### src/rtl/spi_cfg_pkg.sv
package spi_cfg_pkg;
  typedef enum logic [2:0] {
    ST_IDLE, ST_RST_HOLD, ST_CLR_WAIT, ST_PRE, ST_IMAGE, ST_POST, ST_ACT
  } seq_st_t;

  typedef enum logic [1:0] {
    ERR_NONE         = 2'b00,
    ERR_RESET_STATUS = 2'b01,
    ERR_UNDERRUN     = 2'b10
  } err_t;
endpackage

### src/rtl/spi_cfg_timer.sv
module spi_cfg_timer #(
  parameter int unsigned W = 8
) (
  input  logic         clk_i,
  input  logic         rst_ni,
  input  logic         load_i,
  input  logic [W-1:0] val_i,
  output logic         zero_o
);
  logic [W-1:0] cnt_q;

  always_ff @(posedge clk_i or negedge rst_ni) begin
    if (!rst_ni)               cnt_q <= '0;
    else if (load_i)           cnt_q <= val_i;
    else if (cnt_q != '0)      cnt_q <= cnt_q - 1'b1;
  end

  assign zero_o = (cnt_q == '0);
endmodule

### src/rtl/spi_cfg_shifter.sv
module spi_cfg_shifter #(
  parameter int unsigned CLK_DIV = 4
) (
  input  logic       clk_i,
  input  logic       rst_ni,
  input  logic       ld_i,
  input  logic [7:0] byte_i,
  output logic       take_o,
  output logic       sck_o,
  output logic       mosi_o
);
  localparam int unsigned HALF  = CLK_DIV / 2;
  localparam int unsigned DIV_W = (HALF > 1) ? $clog2(HALF) : 1;
  localparam logic [DIV_W-1:0] DIV_END = DIV_W'(HALF - 1);

  logic             active_q, sck_q;
  logic [DIV_W-1:0] div_q;
  logic [2:0]       bit_q;
  logic [7:0]       sr_q;
  logic             edge_w, byte_end_w;

  assign edge_w     = active_q && (div_q == DIV_END);
  assign byte_end_w = edge_w && sck_q && (bit_q == 3'd7);
  // next byte handed over on the falling edge that ends the current one
  assign take_o     = !active_q || byte_end_w;

  always_ff @(posedge clk_i or negedge rst_ni) begin
    if (!rst_ni) begin
      active_q <= 1'b0;
      sck_q    <= 1'b0;
      div_q    <= '0;
      bit_q    <= '0;
      sr_q     <= '0;
    end else if (ld_i && take_o) begin
      active_q <= 1'b1;
      sck_q    <= 1'b0;
      div_q    <= '0;
      bit_q    <= '0;
      sr_q     <= byte_i;
    end else if (byte_end_w) begin
      active_q <= 1'b0;
      sck_q    <= 1'b0;
      div_q    <= '0;
      bit_q    <= '0;
      sr_q     <= '0;
    end else if (active_q) begin
      if (edge_w) begin
        div_q <= '0;
        sck_q <= !sck_q;
        if (sck_q) begin
          bit_q <= bit_q + 3'd1;
          sr_q  <= {sr_q[6:0], 1'b0};
        end
      end else begin
        div_q <= div_q + 1'b1;
      end
    end
  end

  assign sck_o  = sck_q;
  assign mosi_o = sr_q[7];
endmodule

### src/rtl/spi_cfg_loader.sv
module spi_cfg_loader
  import spi_cfg_pkg::*;
#(
  parameter int unsigned CLK_DIV        = 4,
  parameter int unsigned RST_HOLD_CYC   = 50,
  parameter int unsigned CLEAR_WAIT_CYC = 300000,
  parameter int unsigned PRE_BYTES      = 1,
  parameter int unsigned POST_BYTES     = 13,
  parameter int unsigned ACT_BYTES      = 13
) (
  input  logic       clk_i,
  input  logic       rst_ni,
  input  logic       start_i,
  input  logic [7:0] img_data_i,
  input  logic       img_valid_i,
  input  logic       img_last_i,
  output logic       img_ready_o,
  output logic       cfg_rst_no,
  output logic       cfg_cs_no,
  output logic       cfg_sck_o,
  output logic       cfg_mosi_o,
  input  logic       cfg_done_i,
  output logic       busy_o,
  output logic       success_o,
  output logic       error_o,
  output logic [1:0] err_code_o
);
  localparam int unsigned MAX_CYC = (RST_HOLD_CYC > CLEAR_WAIT_CYC) ? RST_HOLD_CYC : CLEAR_WAIT_CYC;
  localparam int unsigned TW      = $clog2(MAX_CYC + 1);
  localparam int unsigned MAX_PA  = (PRE_BYTES > POST_BYTES) ? PRE_BYTES : POST_BYTES;
  localparam int unsigned MAX_B   = (MAX_PA > ACT_BYTES) ? MAX_PA : ACT_BYTES;
  localparam int unsigned DW      = $clog2(MAX_B + 1);

  seq_st_t       state_q, state_d;
  err_t          err_q, err_d;
  logic          succ_q, fail_q;
  logic          tmr_ld, tmr_zero;
  logic [TW-1:0] tmr_val;
  logic [DW-1:0] dcnt_q, dcnt_val;
  logic          dcnt_ld, dcnt_dec;
  logic          sh_ld, sh_take;
  logic [7:0]    sh_byte;
  logic          last_q, last_set;
  logic          set_ok, set_err, start_acc;
  logic          done_m, done_s;
  logic          rst_n_q, cs_n_q;

  assign start_acc = (state_q == ST_IDLE) && start_i;

  always_ff @(posedge clk_i or negedge rst_ni) begin
    if (!rst_ni) begin
      done_m <= 1'b0;
      done_s <= 1'b0;
    end else begin
      done_m <= cfg_done_i;
      done_s <= done_m;
    end
  end

  spi_cfg_timer #(.W(TW)) u_timer (
    .clk_i  (clk_i),
    .rst_ni (rst_ni),
    .load_i (tmr_ld),
    .val_i  (tmr_val),
    .zero_o (tmr_zero)
  );

  spi_cfg_shifter #(.CLK_DIV(CLK_DIV)) u_shift (
    .clk_i  (clk_i),
    .rst_ni (rst_ni),
    .ld_i   (sh_ld),
    .byte_i (sh_byte),
    .take_o (sh_take),
    .sck_o  (cfg_sck_o),
    .mosi_o (cfg_mosi_o)
  );

  always_comb begin
    state_d     = state_q;
    err_d       = ERR_NONE;
    tmr_ld      = 1'b0;
    tmr_val     = '0;
    dcnt_ld     = 1'b0;
    dcnt_val    = '0;
    dcnt_dec    = 1'b0;
    sh_ld       = 1'b0;
    sh_byte     = 8'h00;
    last_set    = 1'b0;
    set_ok      = 1'b0;
    set_err     = 1'b0;
    img_ready_o = 1'b0;
    unique case (state_q)
      ST_IDLE: if (start_i) begin
        state_d = ST_RST_HOLD;
        tmr_ld  = 1'b1;
        tmr_val = TW'(RST_HOLD_CYC - 1);
      end
      ST_RST_HOLD: if (tmr_zero) begin
        state_d = ST_CLR_WAIT;
        tmr_ld  = 1'b1;
        tmr_val = TW'(CLEAR_WAIT_CYC - 1);
      end
      ST_CLR_WAIT: if (tmr_zero) begin
        if (done_s) begin
          state_d = ST_IDLE;
          set_err = 1'b1;
          err_d   = ERR_RESET_STATUS;
        end else begin
          state_d  = ST_PRE;
          dcnt_ld  = 1'b1;
          dcnt_val = DW'(PRE_BYTES);
        end
      end
      ST_PRE: if (sh_take) begin
        if (dcnt_q != '0) begin
          sh_ld    = 1'b1;
          dcnt_dec = 1'b1;
        end else begin
          state_d = ST_IMAGE;
        end
      end
      ST_IMAGE: if (sh_take) begin
        if (last_q) begin
          state_d  = ST_POST;
          dcnt_ld  = 1'b1;
          dcnt_val = DW'(POST_BYTES);
        end else begin
          img_ready_o = 1'b1;
          if (img_valid_i) begin
            sh_ld    = 1'b1;
            sh_byte  = img_data_i;
            last_set = img_last_i;
          end else begin
            state_d = ST_IDLE;
            set_err = 1'b1;
            err_d   = ERR_UNDERRUN;
          end
        end
      end
      ST_POST: if (sh_take) begin
        if (dcnt_q != '0) begin
          sh_ld    = 1'b1;
          dcnt_dec = 1'b1;
        end else if (done_s) begin
          state_d  = ST_ACT;
          dcnt_ld  = 1'b1;
          dcnt_val = DW'(ACT_BYTES);
        end else begin
          state_d = ST_IDLE;
          set_err = 1'b1;
          err_d   = ERR_RESET_STATUS;
        end
      end
      ST_ACT: if (sh_take) begin
        if (dcnt_q != '0) begin
          sh_ld    = 1'b1;
          dcnt_dec = 1'b1;
        end else begin
          state_d = ST_IDLE;
          set_ok  = 1'b1;
        end
      end
      default: state_d = ST_IDLE;
    endcase
  end

  always_ff @(posedge clk_i or negedge rst_ni) begin
    if (!rst_ni) begin
      state_q <= ST_IDLE;
      dcnt_q  <= '0;
      last_q  <= 1'b0;
      succ_q  <= 1'b0;
      fail_q  <= 1'b0;
      err_q   <= ERR_NONE;
      rst_n_q <= 1'b1;
      cs_n_q  <= 1'b1;
    end else begin
      state_q <= state_d;
      if (dcnt_ld)       dcnt_q <= dcnt_val;
      else if (dcnt_dec) dcnt_q <= dcnt_q - 1'b1;
      if (start_acc)     last_q <= 1'b0;
      else if (last_set) last_q <= 1'b1;
      if (start_acc) begin
        succ_q <= 1'b0;
        fail_q <= 1'b0;
        err_q  <= ERR_NONE;
      end else if (set_ok) begin
        succ_q <= 1'b1;
      end else if (set_err) begin
        fail_q <= 1'b1;
        err_q  <= err_d;
      end
      rst_n_q <= (state_d != ST_RST_HOLD);
      cs_n_q  <= !(state_d inside {ST_RST_HOLD, ST_CLR_WAIT, ST_IMAGE});
    end
  end

  assign cfg_rst_no = rst_n_q;
  assign cfg_cs_no  = cs_n_q;
  assign busy_o     = (state_q != ST_IDLE);
  assign success_o  = succ_q;
  assign error_o    = fail_q;
  assign err_code_o = err_q;
endmodule

### config.mk
export PLATFORM = sky130hd
export DESIGN_NAME = spi_cfg_loader
export DESIGN_NICKNAME = d
export VERILOG_FILES = /design/src/rtl/spi_cfg_pkg.sv /design/src/rtl/spi_cfg_timer.sv /design/src/rtl/spi_cfg_shifter.sv /design/src/rtl/spi_cfg_loader.sv
export SDC_FILE = /design/constraint.sdc
export NUM_CORES = 1
export LEC_CHECK = 0
export ABC_AREA = 1
export CAP_MARGIN = 20
export CORE_MARGIN = 2
export CORE_UTILIZATION = 49
export CTS_CLUSTER_SIZE = 25
export DETAILED_ROUTE_END_ITERATION = 12
export GPL_TIMING_DRIVEN = 1
export MAX_ROUTING_LAYER = met4
export PLACE_DENSITY = 0.73
export SLEW_MARGIN = 20
export SYNTH_ARGS = -nofsm -noshare
export SYNTH_HDL_FRONTEND = slang
export SYNTH_HIERARCHICAL = 1
export SYNTH_SLANG_ARGS = --single-unit
export TNS_END_PERCENT = 50
### constraint.sdc
create_clock -name clk_i -period 3.7 [get_ports clk_i]
set_input_delay 0.555 -clock clk_i [delete_from_list [all_inputs] [get_ports clk_i]]
set_output_delay 0.555 -clock clk_i [all_outputs]
set_load 0.02 [all_outputs]
; ---- After elaboration in Yosys (flattened, before gate mapping)
; Index checks and enable logic that the tools add are counted.
[totals]
ff_bits = 49
inputBits = 14
output_inout_bits = 10
[op_classes]
add_sub_neg = 4
n_eq_ne = 12
n_mux = 108
reduce_logical = 28
[ops]
columns = cell, n
row1 = $mux 8, 9
row2 = $mux 19, 3
row3 = $mux 1, 55
row4 = $mux 3, 18
row5 = $pmux 19 s2, 1
row6 = $mux 4, 7
row7 = $pmux 3 s7, 1
row8 = $logic_not 19->1, 1
row9 = $reduce_bool 19->1, 1
row10 = $sub 19x1->19 const B, 1
row11 = $eq 3x3->1 const B, 5
row12 = $reduce_bool 3->1, 5
row13 = $mux 2, 7
row14 = $pmux 4 s3, 1
row15 = $reduce_bool 2->1, 6
row16 = $eq 3x2->1 const B, 3
row17 = $eq 3x1->1 const B, 2
row18 = $mux 6, 1
row19 = $pmux 1 s3, 2
row20 = $pmux 2 s3, 1
row21 = $logic_and 1x1->1, 5
row22 = $pmux 1 s2, 2
row23 = $reduce_and 2->1, 2
row24 = $reduce_bool 4->1, 1
row25 = other kinds (10), 12

; ---- Logic depth before layout (Yosys ltp)
; Gate-level depths: netlist of the first run.
[depth]
ltp_word = 9
mapped_depth = 16

; ---- Modules after synthesis
; The synthesis of the first run kept the hierarchy.
[by_module_without_submodules]
columns = mod, instances, cells_each, area_per_inst_um2, seq_area_each_um2
row1 = spi_cfg_timer, 1, 201, 1366.3, 475.5
row2 = spi_cfg_loader, 1, 149, 1019.7, 402.9
row3 = spi_cfg_shifter, 1, 75, 735.7, 350.3

; ---- Worst setup path before layout of the first run
; Ideal clock, no wire load.
[synth_path]
path_kind = reg2reg
from = register u_shift.bit_q[0]
to = register u_shift.sr_q[1]
arrival_time_ns = 2.250
slack_ns = 1.321
path_stages_with_launch = 14
n_path_buf = 2
synth_period_minus_slack_ns = 2.379
cell_sequence = dfrtp_1 -> ha_1 -> ha_1 -> nand4_1 -> nand2_1 -> buf_4 -> inv_1 -> nor3_4 -> nand2_2 -> nand2_1 -> buf_2 -> inv_2 -> o2111ai_1 -> nand3_1
[synth_between]
elab_chain_len = 8
elab_cells_between_ends = 15
classes_between = eq/ne (1) / mux (7) / reduce/logical (7)
[synth_rtl]
columns = element, line
row1 = "start, declared", spi_cfg_shifter.sv:18  ; logic [2:0] bit_q;
row2 = "start signal, assigned", spi_cfg_shifter.sv:51  ; bit_q <= bit_q + 3'd1;
row3 = $eq 3x3->1 (*), spi_cfg_shifter.sv:23  ; assign byte_end_w = edge_w && sck_q && (bit_q == 3'd7);
row4 = $logic_and 1x1->1 (*), spi_cfg_shifter.sv:23
row5 = $logic_or 1x1->1 (*), spi_cfg_shifter.sv:25  ; assign take_o = !active_q || byte_end_w;
row6 = via sh_take, spi_cfg_loader.sv:41  ; logic sh_ld, sh_take;
row7 = $mux 1 (on tied branches), "spi_cfg_loader.sv:114, spi_cfg_loader.sv:122"
row8 = $pmux 1 s2 (*), spi_cfg_loader.sv:92  ; unique case (state_q)
row9 = via sh_ld, spi_cfg_loader.sv:41
row10 = $logic_and 1x1->1 (*), spi_cfg_shifter.sv:34  ; end else if (ld_i && take_o) begin
row11 = $reduce_bool 3->1 (no line), -
row12 = $reduce_and 3->1 (no line), -
row13 = "end signal, assigned", spi_cfg_shifter.sv:39  ; sr_q <= byte_i;
row14 = "end signal, assigned", spi_cfg_shifter.sv:52  ; sr_q <= {sr_q[6:0], 1'b0};
row15 = "end, declared", spi_cfg_shifter.sv:19  ; logic [7:0] sr_q;
; Mark *: on every way through the listed nets, which the timed path passes. The rest lies on a longest branch.
; A chain may end at the register's enable or synchronous reset.

; ---- Worst setup path after layout of the first run
[layout_path]
from = register u_shift.bit_q[0]
to = output port img_ready_o
[layout_between]
elab_chain_len = 5
[layout_rtl]
columns = element, line
row1 = $eq 3x3->1, spi_cfg_shifter.sv:23
row2 = $logic_and 1x1->1, spi_cfg_shifter.sv:23
row3 = $logic_or 1x1->1, spi_cfg_shifter.sv:25
row4 = via sh_take, spi_cfg_loader.sv:41
row5 = $mux 1, spi_cfg_loader.sv:122  ; ST_IMAGE: if (sh_take) begin
row6 = $mux 1, spi_cfg_loader.sv:92
row7 = "end, declared", spi_cfg_loader.sv:17  ; output logic img_ready_o,
; The timed path passes the listed nets, and every way through them passes these cells.

==> results.py, run 1 <==
metrics = {
    "placed_design": {
        "hpwl_mm": 4.83,
        "place_congestion": 0.903,
        "dpl-instance-area_um2": 3430,
        "port_buffers": 23,
        "pre_cts_ws_ns": 1.04,
    },
    "flow_run": {
        "timing.max_cap.violations": 0,
    },
    "clock_network": {
        "cts_tree": "built",
        "cts-buffers-inserted": 5,
        "cts.repair.resized": 0,
        "h-tree-depth": 2,
        "clockBufferDepth": 2,
        "clkLatencyLatePin_ns": 0.30,
        "hold_buffers": 0,
        "clkTransAtPathRegs_ns": 0.09,
        "cts_sinks": 49,
        "cts_root_buf": "clkbuf_8",
        "post-cts-setup-buffers": 0,
    },
    "pwr": {
        "switching_share": 0.431,
        "clkPwrFrac": 0.163,
        "p_int_w": 0.00109,
        "vdd_drop_max_mv": 0.279,
        "total_power_w": 0.00192,
        "p_seq_frac": 0.409,
        "power_leakage_nw": 1.87,
        "power.density_nw_per_um2": 548,
        "comb_power_share": 0.428,
        "switching_power_w": 0.000830,
    },
    "layout": {
        "n_antenna_cell": 0,
        "drive_gt1_frac": 0.143,
        "fin_nets": 472,
        "fin_area_um2": 3510,
        "final_cell_mix": "nand2_1, nand3_1, dfrtp_1, inv_1, nor2_1",
        "area_delta_synth_final_pct": 12.6,
        "final_common_cell": "nand2_1",
    },
    "sta": {
        "finalSetupViolations": 0,
        "fmax_ghz": 0.335,
        "period_minus_slack_ns": 2.99,
        "final.setup.worst_slack_ns": 0.714,
        "rsz0062_at_grt": "no",
        "hold_viol": 0,
        "post-route-period-util": 0.807,
        "setup_tns_ns": 0,
        "worst_pin_slew_ns": 0.692,
        "maxSlewHeadroom": 0.537,
        "slew_violations": 0,
        "fin_skew_ns": 0.0103,
    },
    "floorplan": {
        "initial_utilization": 0.500,
        "die_h_um": 83.8,
        "rows": 29,
        "pin_count": 24,
        "die_w_um": 83.8,
        "floorplan.core_area_um2": 6240,
        "die-area_um2": 7020,
    },
    "detailed_routing": {
        "drc_errors": 0,
        "num_vias": 2705,
        "firstDrtPassIters": 4,
        "via_per_inst": 5.08,
        "antenna_left": 0,
        "avgRoutedWirePerCell_um": 12.3,
        "drt-total-wl_mm": 6.52,
        "drtIter0Drc": 104,
    },
    "setup_path": {
        "crit_top_cell": "ha_1",
        "crit_buf_inv": 3,
        "critPathTopFamily": "buffers and inverters",
        "crit_path_max_fanout": 18,
        "cp.required_ns": 3.14,
        "crit_arrival_ns": 2.43,
        "crit_type": "flip-flop to primary output",
        "crit_chain": "ha_1 -> ha_1 -> nand4_1 -> nand2_1 -> buf_4 -> inv_1 -> nor3_4 -> clkdlybuf4s50_1",
        "start_kind": "flip-flop",
        "worst_path_max_delay_cell": "clkdlybuf4s50_1",
        "setup.worst_path.end_class": "primary output",
        "max_stage_delay_ns": 0.64,
    },
    "global_routing": {
        "grt_max_degree": 50,
        "grt_pass1_vias": 2693,
        "grtUsageTotal": 0.203,
        "antenna_found_initial": 0,
        "globalRouteOverflowTotal": 0,
        "grt_pass1_wl_mm": 11.6,
    },
    "yosys": {
        "ys_seq_elements": 49,
        "netlist_area_um2": 3120,
        "yosysUniqueCellTypes": 38,
        "yosysSeqAreaShare": 0.394,
        "yosysWarnings": 6,
        "syn_area_per_cell_um2": 7.35,
        "postSynthCellCount": 425,
    },
    "outcome": {
        "status": "finished, final reports clean",
    },
    "min_path": {
        "hold_path_class": "input port to asynchronous set/reset pin",
    },
}
[cell families (layout without fill, tap and decap cells)]
logic type / Yosys count / after routing / share of synthesized area
compound gates: 32 / 32 / 0.0645
xor+xnor: 8 / 8 / 0.0224
fa+ha+maj: 4 / 4 / 0.0160
buf+inv: 68 / 93 / 0.0874
flops: 49 / 49 / 0.394
other cells: 1 / 6 / 0.00120
simple gates: 263 / 263 / 0.415
[stage by stage]
| stage | util | hold WS, ns | cells |
|---|---|---|---|
| CTS | 0.563 | 0.360 | 532 |
| global placement | 0.550 | 0.332 | 524 |
| floorplan | - | 0.259 | 430 |
| global route | 0.563 | 0.319 | 532 |
| finish | 0.563 | 0.257 | 532 |
| detailed placement | 0.550 | 0.337 | 524 |
[final timing paths]
check,cells after the start,slack (ns),from,end
hold / removal,1,0.26,rst_ni,u_timer/cnt_q[6]
min in group clk_i,0,0.36,done_m,done_s
hold reg to reg,0,0.36,done_m,done_s
setup / recovery,8,0.71,u_shift/bit_q[0],img_ready_o
max in group asynchronous,1,3.00,rst_ni,u_timer/cnt_q[0]
setup reg to reg,12,1.02,u_timer/cnt_q[0],u_timer/cnt_q[4]
[layer usage]
layer | GRT usage | vias up | part of all wire
met5 | - | - | 0
met2 | 0.348 | 44 | 0.48
met3 | 0.0297 | 7 | 0.033
met1 | 0.247 | 1235 | 0.47
met4 | 0.0660 | 0 | 0.013
li1 | - | 1419 | -
[cells in the mapped netlist]
| cell type | n | area (µm²) |
|---|---|---|
| buf_4 | 2 | 15.0 |
| and3_1 | 1 | 6.26 |
| a21oi_1 | 7 | 35.0 |
| inv_1 | 46 | 173 |
| nand3_2 | 10 | 100 |
| buf_1 | 1 | 3.75 |
| nor3_4 | 1 | 16.3 |
| nand4_1 | 8 | 50.1 |
| o21ai_1 | 5 | 25.0 |
| nor2_4 | 4 | 45.0 |
| o21ai_0 | 7 | 35.0 |
| a31oi_1 | 2 | 12.5 |
| buf_6 | 1 | 11.3 |
| o2111ai_1 | 8 | 70.1 |
| nor2_1 | 38 | 143 |
| nor3_1 | 3 | 15.0 |
| buf_2 | 2 | 10.0 |
| dfrtp_1 | 47 | 1180 |
| nand3_1 | 50 | 250 |
| nor2_2 | 12 | 75.1 |
| nand3b_1 | 1 | 7.51 |
| nor2_8 | 1 | 20.0 |
| dfstp_2 | 2 | 52.6 |
| nand2_2 | 7 | 43.8 |
| a21oi_2 | 1 | 8.76 |
| xor2_1 | 3 | 26.3 |
| nand4_4 | 2 | 42.5 |
| nor3_2 | 1 | 10.0 |
| clkbuf_1 | 2 | 7.51 |
| ha_1 | 4 | 50.1 |
| o22ai_1 | 1 | 6.26 |
| a31o_2 | 1 | 8.76 |
| inv_2 | 13 | 48.8 |
| nand2_1 | 122 | 458 |
| clkinv_1 | 1 | 3.75 |
| conb_1 | 1 | 3.75 |
| or2_1 | 2 | 12.5 |
| xnor2_1 | 5 | 43.8 |
[area by class of cell]
| class | instances | area, µm² |
|---|---|---|
| tap | 77 | 96.3 |
| timing repair buffer | 25 | 243 |
| clock inverter | 2 | 10.0 |
| inverter | 60 | 225 |
| clock buffer | 6 | 72.6 |
| fill | 624 | 2730 |
| sequential | 49 | 1230 |
| multi-input combinational | 313 | 1640 |
[flip-flops by register name (all words and copies together), names as in the netlist]
name              count
cfg_cs_no             1
u_shift/div_q         1
u_shift/sr_q          8
cfg_rst_no            1
u_timer/cnt_q        19
state_q               3
success_o             1
u_shift/sck_o         1
dcnt_q                4
u_shift/active_q      1
done_m                1
u_shift/bit_q         3
error_o               1
done_s                1
last_q                1
err_code_o            2
[power groups by stage]
stage	sequential, W	combinational [W]	clock [W]
5_1_grt	0.000804	0.000943	0.000336
2_1_floorplan	0.000779	0.000642	0
3_3_place_gp	0.000794	0.000813	0
6_report	0.000786	0.000824	0.000314
3_5_place_dp	0.000797	0.000825	0
4_1_cts	0.000786	0.000829	0.000328
No activity file was read; power rests on OpenSTA's default activity.
==> run 2, diff against run 1 <==
==> constraint.sdc (replaced) <==
create_clock -name clk_i -period 3 [get_ports clk_i]
set_input_delay 0.45 -clock clk_i [delete_from_list [all_inputs] [get_ports clk_i]]
set_output_delay 0.45 -clock clk_i [all_outputs]
set_load 0.02 [all_outputs]
==> results.py, run 2 (same netlist as run 1, synthesis figures left out) <==
metrics = {
    "outcome": {
        "status": "finished, final reports clean",
    },
    "placed_design": {
        "port_buffers": 23,
        "hpwl_mm": 5.02,
        "pre_cts_ws_ns": 0.555,
        "place_congestion": 0.887,
    },
    "clock_network": {
        "clockBufferDepth": 2,
        "clkLatencyLatePin_ns": 0.30,
        "hold_buffers": 0,
        "cts_root_buf": "clkbuf_8",
        "cts_sinks": 49,
        "cts-buffers-inserted": 5,
        "h-tree-depth": 2,
        "cts.repair.resized": 0,
        "post-cts-setup-buffers": 0,
        "cts_tree": "built",
        "clkTransAtPathRegs_ns": 0.09,
    },
    "pwr": {
        "power_leakage_nw": 1.89,
        "vdd_drop_max_mv": 0.361,
        "power.density_nw_per_um2": 692,
    },
    "layout": {
        "final_cell_mix": "nand2_1, nand3_1, dfrtp_1, inv_1, nor2_1",
        "largest_reg_flops": 19,
        "top_regs": "u_timer/cnt_q x19, u_shift/sr_q x8, dcnt_q x4",
        "nFillCells": 590,
        "final_common_cell": "nand2_1",
        "n_antenna_cell": 0,
        "drive_gt1_frac": 0.147,
        "fin_nets": 474,
        "max_flop_register": "u_timer/cnt_q",
        "area_delta_synth_final_pct": 14.1,
    },
    "sta": {
        "hold_viol": 0,
        "fin_skew_ns": 0.00498,
        "maxSlewHeadroom": 0.563,
        "rsz0062_at_grt": "no",
        "finalSetupViolations": 0,
        "setup_tns_ns": 0,
        "slew_violations": 0,
        "final.setup.worst_slack_ns": 0.384,
        "post-route-period-util": 0.872,
        "fmax_ghz": 0.382,
        "worst_pin_slew_ns": 0.654,
        "period_minus_slack_ns": 2.62,
    },
    "floorplan": {
        "pin_count": 24,
        "initial_utilization": 0.500,
        "floorplan.core_area_um2": 6240,
        "die_w_um": 83.8,
        "die-area_um2": 7020,
        "rows": 29,
        "die_h_um": 83.8,
    },
    "setup_path": {
        "crit_path_max_fanout": 3,
        "crit_type": "flip-flop to primary output",
        "setup.worst_path.end_class": "primary output",
        "rr_worst_depth": 12,
        "cp.required_ns": 2.55,
        "ff2ff_setup_slack_ns": 0.57,
        "crit_arrival_ns": 2.17,
        "reg2reg_from": "u_timer/cnt_q[0]",
        "timing.rr.end": "u_timer/cnt_q[1]",
        "start_kind": "flip-flop",
    },
    "global_routing": {
        "grt_max_degree": 28,
        "grt_use_met3": 0.0346,
        "grt_pass1_vias": 2662,
        "top_usage_layer": "met2",
        "grt_use_met1": 0.255,
        "globalRouteOverflowTotal": 0,
        "antenna_found_initial": 0,
        "grtUsageTotal": 0.207,
        "met2_usage": 0.354,
        "grt_pass1_wl_mm": 11.7,
    },
    "detailed_routing": {
        "avgRoutedWirePerCell_um": 12.4,
        "firstDrtPassIters": 4,
        "drc_errors": 0,
        "antenna_left": 0,
        "drt-total-wl_mm": 6.61,
        "drtIter0Drc": 142,
        "num_vias": 2775,
        "via_per_inst": 5.20,
    },
    "min_path": {
        "hold_path_class": "input port to asynchronous set/reset pin",
    },
    "flow_run": {
        "timing.max_cap.violations": 0,
    },
}
==> run 2: how the worst max path moves through the flow <==
stage / from / endpoint / slack [ns] / depth (start not counted)
2_1_floorplan: u_shift/bit_q[0] / u_shift/sr_q[1] / 0.62 / 13
4_1_cts: u_shift/bit_q[0] / img_ready_o / 0.35 / 7
3_3_place_gp: u_timer/cnt_q[0] / u_timer/cnt_q[1] / 0.58 / 12
6_report: u_shift/bit_q[0] / img_ready_o / 0.38 / 7
3_5_place_dp: u_timer/cnt_q[0] / u_timer/cnt_q[1] / 0.55 / 12
5_1_grt: u_shift/bit_q[0] / img_ready_o / 0.16 / 7
==> run 2: where the power goes <==
group | internal (W) | leakage [nW] | total [W] | switching, W
clock | 0.000272 | 0.0585 | 0.000484 | 0.000212
combinational | 0.000375 | 1.19 | 0.00102 | 0.000642
sequential | 0.000815 | 0.642 | 0.000964 | 0.000149
total | 0.00146 | 1.89 | 0.00247 | 0.00100
==> run 2: cell type report <==
| class | instances | area, µm² | share of cell area |
|---|---|---|---|
| Inverter | 60 | 225 | 0.0632 |
| Clock inverter | 1 | 30.0 | 0.00843 |
| Tap cell | 77 | 96.3 | 0.0271 |
| Timing Repair Buffer | 27 | 255 | 0.0717 |
| Clock buffer | 7 | 86.3 | 0.0242 |
| Multi-Input combinational cell | 313 | 1640 | 0.460 |
| Sequential cell | 49 | 1230 | 0.345 |
==> run 2: worst max-delay path, stage by stage, from the launching register on <==
cell             delay [ns]
dfrtp_1                0.38
ha_1                   0.16
ha_1                   0.16
nand4_1                0.12
nand2_1                0.10
inv_1                  0.08
nor3_4                 0.23
clkdlybuf4s50_1        0.64
==> run 2: per-layer routing <==
layer	vias to the layer above	share of wire
met5	-	0
li1	1416	-
met3	9	0.033
met2	54	0.51
met1	1296	0.45
met4	0	0.011
==> run 2: metrics by stage <==
stage | util | hold WS, ns | area, µm² | total power [W] | cells
floorplan | - | 0.154 | 3140 | 0.00175 | 430
global placement | 0.552 | 0.333 | 3440 | 0.00197 | 526
detailed placement | 0.552 | 0.364 | 3440 | 0.00199 | 526
CTS | 0.571 | 0.124 | 3560 | 0.00249 | 534
global route | 0.571 | 0.153 | 3560 | 0.00267 | 534
finish | 0.571 | 0.116 | 3560 | 0.00247 | 534
